**config.mk**
```make
export PLATFORM = sky130hd
export DESIGN_NAME = reload_timer
export DESIGN_NICKNAME = d
export VERILOG_FILES = /design/src/rtl/reload_timer_pkg.sv /design/src/rtl/reload_timer_prescaler.sv /design/src/rtl/reload_timer_core.sv /design/src/rtl/reload_timer_regs.sv /design/src/rtl/reload_timer.sv
export SDC_FILE = /design/constraint.sdc
export NUM_CORES = 1
export LEC_CHECK = 0
export CORE_MARGIN = 5
export CORE_UTILIZATION = 40
export CTS_BUF_LIST = sky130_fd_sc_hd__clkbuf_16
export DETAILED_ROUTE_END_ITERATION = 10
export SLEW_MARGIN = 40
export SYNTH_ARGS = -nofsm -noshare
export SYNTH_HDL_FRONTEND = slang
export SYNTH_SLANG_ARGS = --single-unit
```
**constraint.sdc**
```tcl
create_clock -name clk -period 3.5 [get_ports clk]
set_clock_uncertainty 0.05 [all_clocks]
set_input_delay 0.875 -clock clk [delete_from_list [all_inputs] [get_ports clk]]
set_output_delay 0.875 -clock clk [all_outputs]
set_load 0.01 [all_outputs]
```
**src/rtl/reload_timer_pkg.sv**
```systemverilog
package reload_timer_pkg;

    localparam int SEL_W = 2;
    localparam int ADDR_W = 2;

    // Control register layout, LSB last: run at bit 0, irq_en at bit 4
    typedef struct packed {
        logic             irq_en;
        logic [SEL_W-1:0] div_sel;
        logic             cont;
        logic             run;
    } ctl_t;

    localparam int CTL_W = $bits(ctl_t);

    localparam logic [ADDR_W-1:0] A_CTRL   = 2'd0;
    localparam logic [ADDR_W-1:0] A_RELOAD = 2'd1;
    localparam logic [ADDR_W-1:0] A_COUNT  = 2'd2;
    localparam logic [ADDR_W-1:0] A_STATUS = 2'd3;

endpackage

```
**src/rtl/reload_timer_prescaler.sv**
```systemverilog
module reload_timer_prescaler #(
    parameter int TAP_STEP = 2,
    parameter int SEL_W    = 2
) (
    input  logic                            clk,
    input  logic                            rst_n,
    input  logic                            run,
    input  logic [SEL_W-1:0]                sel,
    output logic                            tick,
    output logic [TAP_STEP*(2**SEL_W)-1:0]  pre_val
);
    localparam int NUM_TAPS = 2 ** SEL_W;
    localparam int PRE_W    = TAP_STEP * NUM_TAPS;

    logic [PRE_W-1:0]    pre_d, pre_q;
    logic [NUM_TAPS-1:0] tap_hit;

    // Tap i fires when the low TAP_STEP*(i+1) bits are all ones
    for (genvar i = 0; i < NUM_TAPS; i++) begin : g_tap
        assign tap_hit[i] = &pre_q[TAP_STEP*(i+1)-1:0];
    end

    always_comb begin
        pre_d = run ? pre_q + 1'b1 : '0;
        tick  = run & tap_hit[sel];
    end

    always_ff @(posedge clk or negedge rst_n) begin
        if (!rst_n) pre_q <= '0;
        else        pre_q <= pre_d;
    end

    assign pre_val = pre_q;

endmodule

```
**src/rtl/reload_timer_core.sv**
```systemverilog
module reload_timer_core #(
    parameter int CNT_W = 16
) (
    input  logic             clk,
    input  logic             rst_n,
    input  logic             run,
    input  logic             cont,
    input  logic             tick,
    input  logic [CNT_W-1:0] reload,
    output logic [CNT_W-1:0] count,
    output logic             loaded,
    output logic             done,
    output logic             end_pulse
);
    typedef struct packed {
        logic [CNT_W-1:0] count;
        logic             loaded;
        logic             done;
    } core_t;

    core_t st_d, st_q;

    always_comb begin
        st_d      = st_q;
        end_pulse = 1'b0;
        if (!run) begin
            st_d.loaded = 1'b0;
            st_d.done   = 1'b0;
        end else if (tick) begin
            if (!st_q.loaded) begin
                st_d.count  = reload;
                st_d.loaded = 1'b1;
                st_d.done   = 1'b0;
            end else if (st_q.done) begin
                if (cont) begin
                    st_d.count = reload;
                    st_d.done  = 1'b0;
                end
            end else begin
                st_d.count = st_q.count - 1'b1;
                if (st_q.count == CNT_W'(1)) begin
                    st_d.done = 1'b1;
                    end_pulse = 1'b1;
                end
            end
        end
    end

    always_ff @(posedge clk or negedge rst_n) begin
        if (!rst_n) st_q <= '0;
        else        st_q <= st_d;
    end

    assign count  = st_q.count;
    assign loaded = st_q.loaded;
    assign done   = st_q.done;

endmodule

```
**src/rtl/reload_timer_regs.sv**
```systemverilog
module reload_timer_regs
    import reload_timer_pkg::*;
#(
    parameter int CNT_W = 16
) (
    input  logic              clk,
    input  logic              rst_n,
    input  logic              wr_en,
    input  logic              rd_en,
    input  logic [ADDR_W-1:0] addr,
    input  logic [CNT_W-1:0]  wdata,
    input  logic [CNT_W-1:0]  count,
    input  logic              end_pulse,
    output ctl_t              ctl,
    output logic [CNT_W-1:0]  reload,
    output logic              flag,
    output logic [CNT_W-1:0]  rdata,
    output logic              irq
);
    typedef struct packed {
        ctl_t             ctl;
        logic [CNT_W-1:0] reload;
        logic             flag;
    } regs_t;

    regs_t rg_d, rg_q;

    always_comb begin
        rg_d = rg_q;
        if (wr_en) begin
            case (addr)
                A_CTRL:   rg_d.ctl    = ctl_t'(wdata[CTL_W-1:0]);
                A_RELOAD: rg_d.reload = wdata;
                A_STATUS: rg_d.flag   = 1'b0;
                default:  ;
            endcase
        end
        if (rd_en && addr == A_STATUS) rg_d.flag = 1'b0;
        // a new end of count wins over a clear in the same cycle
        if (end_pulse) rg_d.flag = 1'b1;
    end

    always_ff @(posedge clk or negedge rst_n) begin
        if (!rst_n) rg_q <= '0;
        else        rg_q <= rg_d;
    end

    always_comb begin
        rdata = '0;
        case (addr)
            A_CTRL:   rdata[CTL_W-1:0] = rg_q.ctl;
            A_RELOAD: rdata = rg_q.reload;
            A_COUNT:  rdata = count;
            default:  rdata[0] = rg_q.flag;
        endcase
    end

    assign ctl    = rg_q.ctl;
    assign reload = rg_q.reload;
    assign flag   = rg_q.flag;
    assign irq    = rg_q.flag & rg_q.ctl.irq_en;

endmodule

```
**src/rtl/reload_timer.sv**
```systemverilog
module reload_timer
    import reload_timer_pkg::*;
#(
    parameter int CNT_W    = 16,
    parameter int TAP_STEP = 2
) (
    input  logic              clk,
    input  logic              rst_n,
    input  logic              wr_en,
    input  logic              rd_en,
    input  logic [ADDR_W-1:0] addr,
    input  logic [CNT_W-1:0]  wdata,
    output logic [CNT_W-1:0]  rdata,
    output logic              irq
);
    localparam int PRE_W = TAP_STEP * (2 ** SEL_W);

    ctl_t             ctl_w;
    logic [CNT_W-1:0] reload_w;
    logic [CNT_W-1:0] count_w;
    logic             flag_w;
    logic             tick_w;
    logic             loaded_w;
    logic             done_w;
    logic             end_w;
    logic [PRE_W-1:0] pre_w;

    reload_timer_regs #(.CNT_W(CNT_W)) regs_i (
        .clk       (clk),
        .rst_n     (rst_n),
        .wr_en     (wr_en),
        .rd_en     (rd_en),
        .addr      (addr),
        .wdata     (wdata),
        .count     (count_w),
        .end_pulse (end_w),
        .ctl       (ctl_w),
        .reload    (reload_w),
        .flag      (flag_w),
        .rdata     (rdata),
        .irq       (irq)
    );

    reload_timer_prescaler #(.TAP_STEP(TAP_STEP), .SEL_W(SEL_W)) pre_i (
        .clk     (clk),
        .rst_n   (rst_n),
        .run     (ctl_w.run),
        .sel     (ctl_w.div_sel),
        .tick    (tick_w),
        .pre_val (pre_w)
    );

    reload_timer_core #(.CNT_W(CNT_W)) core_i (
        .clk       (clk),
        .rst_n     (rst_n),
        .run       (ctl_w.run),
        .cont      (ctl_w.cont),
        .tick      (tick_w),
        .reload    (reload_w),
        .count     (count_w),
        .loaded    (loaded_w),
        .done      (done_w),
        .end_pulse (end_w)
    );

endmodule

```
==> metrics, run 1 <==
register area 0.00120 sq mm; setup bufs post-CTS 0; Clock transition at path regs 60 ps; final hold slack 434 ps; Area contributors post-synth dfrtp_1 45%, mux2_2 8.8%, o21ai_0 4.3%; # nets final 339; CTS Hold Buffers Added 0; gr busiest metal met2; fin util 51.3%; worst-margin pin slew 626 ps; Synth Flop Type dfrtp_1; outcome completed; antenna violations before repair 0; M3 GR Usage 3.28%; largest net degree at the start of global routing 49; VDD IR max 282 uV; # rows 30; HPWL after DPL 4500 um; antenna-violating nets left 0; period utilization 90.7%; Slew headroom 58.2%; #FFs+latches synth 48; Seq/Total Area, Yosys 44.5%; Antenna Cells 0; commonest cells after routing, fill and taps aside 48 x dfrtp_1, 23 x o21ai_0, 21 x mux2_2, 21 x clkdlybuf4s50_1, 20 x nor2_1; CP max-delay cell clkdlybuf4s50_1; Slew Viols, Final 0; Via density 5.64; worst path cell trace dlymetal6s2s_1 > inv_2 > ha_4 > buf_12 > a22oi_1 > nor2b_1 > clkdlybuf4s50_1; Root Driver clkbuf_16; synth unique cells 44; Crit path buffers/inverters 4; Syn. warnings 0; Total Routed Length 6290 um; Post-Syn Nets 301; EDFF count, synth 0; total vias in the final route 2193; DR WL/cell 16.2 um; placed inst area 0.00322 sq mm; Die Height 92.1 um; number of max-cap violations 0; Fillers 613; hold crit path type reg -> reg; Syn Inst Count 271; met2 Use GR 25.5%; Leak 1.50 nW; Final Hold Fails 0; startpoint types input port; Synth Cell Area 0.00270 sq mm; met1 Resource Use GR 21.3%; post-layout min period 3180 ps; commonest non-fill, non-tap cell in the layout dfrtp_1; syn avg cell area 9.96 sq um; DIE WIDTH 92.1 um; gr usage total 15.8%; TritonCTS clock tree built; Area Overhead vs Synth 27.0%; vias in the first global route 2184; CP Capture Type output port; Place WS -148 ps; ratio of cells with drive above 1 in the final layout 17.2%; CTS buffer count 5; drt drc 0; Die Footprint 0.00849 sq mm; async set-reset flop share out of synthesis 100%; core area 0.00668 sq mm; Required @ worst endpoint 2570 ps; worst skew pair latency 280 ps; H-tree level count 2; Initial Util 40.4%; I/O Pins 39; 1st-pass router iterations 5; Arrival @ worst endpoint 2250 ps; Finished Cell Area 0.00343 sq mm; Setup WS post-layout 325 ps; Final setup viols 0; I/O Buffers 38; crit path max fanout 11; total grt overflow 0; Synth area leader dfrtp_1; first-pass GRT wire length 10900 um; Setup Crit Path Kind in -> out; worst reg2reg setup slack 1480 ps; Top delay family on crit path buffers and inverters; DRT iter0 DRCs 116; Placer Congestion 0.787; Yosys top cell area share 44.5%; Power Dens Cells 659 mW/mm^2; RSZ-0062 raised after global routing no; max incr delay on CP 540 ps; clk sinks 48; Max clock buf depth 2; multi-input logic area 0.00144 sq mm; fmax 0.315 GHz
## sequential cells by signal, summed over array words and instances (netlist names)
| register | count |
|---|---|
| pre_i.pre_val | 8 |
| core_i.loaded | 1 |
| regs_i.flag | 1 |
| core_i.done | 1 |
| core_i.count | 16 |
| regs_i.ctl | 5 |
| regs_i.reload | 16 |
## power breakdown
group          internal (mW)  total (mW)  switching (mW)
combinational          0.338       0.768           0.430
clock                  0.405       0.599           0.194
sequential             0.699       0.893           0.194
## metal layers
metal / up-vias / routed length, um / share of wire, %
met5: - / 0 / 0
met4: 0 / 76 / 1.2
met3: 8 / 249 / 4.0
met2: 43 / 3040 / 48
met1: 1073 / 2930 / 47
li1: 1069 / - / -
## cell usage after synthesis (all sizes together), types with 5 or more instances
library cell  instances
dfrtp                48
o21ai                26
mux2                 21
nor2                 21
a21oi                18
clkbuf               14
a22oi                13
nor2b                13
nand2                11
and2                  8
ha                    8
inv                   6
nor3                  6
a222oi                5
nand3                 5
## cell families (layout without fill, tap and decap cells)
family / after synthesis / after routing / share of synthesized area [%]
adders and majority gates: 8 / 8 / 3.71
buffers and inverters: 23 / 61 / 3.62
DFF: 48 / 48 / 44.5
AOI/OAI and AO/OA: 83 / 83 / 20.1
xor gates and xnor gates: 6 / 6 / 1.95
muxes: 21 / 21 / 8.76
and+or+nand+nor: 82 / 82 / 17.4
## repair_timing
| item | CTS | global route |
|---|---|---|
| endpoints found under the setup margin | 16 | 3 |
| resized for setup | 16 | 7 |
| pin swaps | 1 | 0 |
## per-stage QoR
step | setup TNS, ps | std cells | power, mW
2_1_floorplan | 0 | 271 | 1.44
3_3_place_gp | -1630 | 382 | 1.67
3_5_place_dp | -1690 | 382 | 1.68
4_1_cts | -89.1 | 389 | 2.27
5_1_grt | 0 | 389 | 2.43
6_report | 0 | 389 | 2.26
## worst paths after layout
| kind | from | to | depth (start not counted) |
|---|---|---|---|
| max in group asynchronous | rst_n | regs_i.reload[11] | 2 |
| worst min-delay path | pre_i.pre_val[0] | pre_i.pre_val[0] | 1 |
| worst max-delay path | addr[0] | rdata[5] | 7 |
| min in group asynchronous | rst_n | core_i.count[7] | 2 |
| worst min register to register | pre_i.pre_val[0] | pre_i.pre_val[0] | 1 |
| worst max register to register | core_i.count[8] | core_i.count[15] | 5 |
## layout make-up
class / instances / area share [%]
multi-input combinational: 200 / 42.1
sequential: 48 / 35.0
clock buffer: 5 / 3.65
tap: 80 / 2.92
inverter: 6 / 0.657
clock inverter: 2 / 1.75
timing repair buffer: 48 / 13.9
(Power assumes the default switching activity.)
==> run 2, diff against run 1 <==
--- a/config.mk
+++ b/config.mk
@@ -7,8 +7,9 @@
 export LEC_CHECK = 0
 export CORE_MARGIN = 5
 export CORE_UTILIZATION = 40
-export CTS_BUF_LIST = sky130_fd_sc_hd__clkbuf_16
+export CTS_BUF_LIST = sky130_fd_sc_hd__clkbuf_4 sky130_fd_sc_hd__clkbuf_8
 export DETAILED_ROUTE_END_ITERATION = 10
+export PLACE_DENSITY = 0.67
 export SLEW_MARGIN = 40
 export SYNTH_ARGS = -nofsm -noshare
 export SYNTH_HDL_FRONTEND = slang
==> metrics, run 2 (synthesized netlist as in run 1, its figures left out) <==
setup_tns 0 ps (unchanged); Logic pwr share 37.9% (+3.9 points); largest net degree at the start of global routing 49 (unchanged); Arrival @ worst endpoint 2520 ps (+270 ps); Final setup viols 0 (unchanged); startpoint types input port; CP most frequent cell buf_4; Sw Pwr 0.810 mW (-0.96%); Reg2Reg Depth 5 (unchanged); CP max-delay cell clkdlybuf4s50_1; CTS buffer count 5 (unchanged); outcome completed; period utilization 98.5% (+7.8 points); TritonCTS clock tree built; commonest non-fill, non-tap cell in the layout dfrtp_1; # nets final 339 (unchanged); CTS Hold Buffers Added 0 (unchanged); clk sinks 48 (unchanged); Leak 1.45 nW (-3.1%); Total Routed Length 6100 um (-2.9%); Antenna Cells 0 (unchanged); post-layout min period 3450 ps (+272 ps); HPWL after DPL 4430 um (-1.6%); worst path cell trace clkdlybuf4s50_1 > buf_4 > ha_1 > buf_4 > a222oi_1 > nor2_1 > dlygate4sd2_1; Power Dens Cells 610 mW/mm^2 (-7.6%); worst skew pair latency 310 ps (+30 ps); commonest cells after routing, fill and taps aside 48 x dfrtp_1, 23 x o21ai_0, 21 x mux2_2; Switching Fraction 40.5% (+4.3 points); DRT iter0 DRCs 164 (+41%); Area Overhead vs Synth 21.6%; Pint 1.19 mW (-17%); clock share of power 17.6% (-8.9 points); ratio of cells with drive above 1 in the final layout 16.1% (-1.0 points); I/O Buffers 38 (unchanged); H-tree level count 2 (unchanged); first-pass GRT wire length 10800 um (-1.3%); max incr delay on CP 430 ps (-110 ps); Die Footprint 0.00849 sq mm (unchanged); RSZ-0062 raised after global routing no; final hold slack 441 ps (+6.75 ps); DR WL/cell 15.6 um (-3.2%); core area 0.00668 sq mm (unchanged); Via density 5.65 (+0.15%); vias in the first global route 2218 (+1.6%); # rows 30 (unchanged); non-filler cells, final 390 (+0.26%); Root Driver clkbuf_8; Flop pwr share 44.5% (+5.0 points); antenna violations before repair 0 (unchanged); I/O Pins 39 (unchanged); Hold Path Stages 1 (unchanged); Slew Viols, Final 0 (unchanged); fmax 0.290 GHz (-7.9%); Final Hold Fails 0 (unchanged); CP Capture Type output port; Placer Congestion 0.799 (+1.6%); crit path max fanout 6 (-5); Slew headroom 59.2% (+1.0 points); worst-margin pin slew 607 ps (-18.9 ps); antenna-violating nets left 0 (unchanged); gr usage total 15.4% (-0.41 points); hold crit path type reg -> reg; drt drc 0 (unchanged); Initial Util 40.4% (unchanged); Max clock buf depth 2 (unchanged); dpl cells 382 (unchanged); Required @ worst endpoint 2570 ps (about the same); Clock transition at path regs 90 ps (+30 ps); Die Height 92.1 um (unchanged); total vias in the final route 2202 (+0.41%); DIE WIDTH 92.1 um (unchanged); total grt overflow 0 (unchanged); 1st-pass router iterations 5 (unchanged); number of max-cap violations 0 (unchanged); Setup Crit Path Kind in -> out; VDD IR max 233 uV (-17%)
-- run 2: cell count changes in the layout (fill, tap and decap cells not counted), sizes merged --
cell	before	now
clkinv	0	1
clkdlybuf4s50	21	20
dlygate4sd2	14	15
dlymetal6s2s	2	1
bufinv	2	0
inv	6	7
clkbuf	5	6
clkdlybuf4s15	0	1
-- run 2: metrics by stage --
stage               cell area (sq um)  setup slack, ps  total power, mW  utilization [%]
finish                           3280             53.1             2.00             49.1
global route                     3280             9.15             2.15             49.1
CTS                              3270             30.9             2.01             49.0
detailed placement               3190             -141             1.67             47.8
global placement                 3190             -109             1.65             47.7
floorplan                        2700              629             1.44                -
-- run 2: worst max-delay path: cells and delay by family --
kind / cells / cell delay [ps]
buffers and inverters: 4 / 1030
AO/OA/AOI/OAI: 1 / 300
adder cells (fa/ha/maj): 1 / 210
AND/OR/NAND/NOR: 1 / 90
-- run 2: layer usage --
layer	track usage [%]	part of all wire (%)
met1	20.3	46
met2	25.4	47
met3	3.12	5.1
met4	4.83	1.2
met5	0	0
-- run 2: power by group through the flow --
stage          Clock (mW)  Sequential [mW]  Combinational, mW
5_1_grt             0.378            0.919              0.852
2_1_floorplan           0            0.829              0.612
4_1_cts             0.360            0.888              0.757
3_5_place_dp            0            0.898              0.768
6_report            0.351            0.891              0.758
3_3_place_gp            0            0.894              0.752
-- run 2: area by class of cell --
| cell class | instances | area (sq um) |
|---|---|---|
| clock buffers | 6 | 82.6 |
| clock inverters | 2 | 13.8 |
| fillers | 644 | 3400 |
| inverters | 6 | 22.5 |
| multi-input cells | 200 | 1410 |
| flip-flops and latches | 48 | 1200 |
| well taps | 80 | 100 |
| repair buffers | 48 | 453 |
-- run 2: timing repair --
| action | CTS | global route |
|---|---|---|
| setup buffers | 0 | 0 |
| pin swaps | 1 | 3 |
| gates resized for setup | 17 | 3 |
| setup endpoints to repair | 16 | 3 |
-- run 2: final timing paths --
kind                                        from           endpoint  slack, ps
worst max-delay path                     addr[0]           rdata[1]         50
worst min-delay path            pre_i.pre_val[0]   pre_i.pre_val[0]        440
worst max register to register  core_i.count[10]   core_i.count[15]       1450
worst min register to register  pre_i.pre_val[0]   pre_i.pre_val[0]        440
max in group asynchronous                  rst_n  regs_i.reload[15]       2470
min in group asynchronous                  rst_n   core_i.count[10]        520
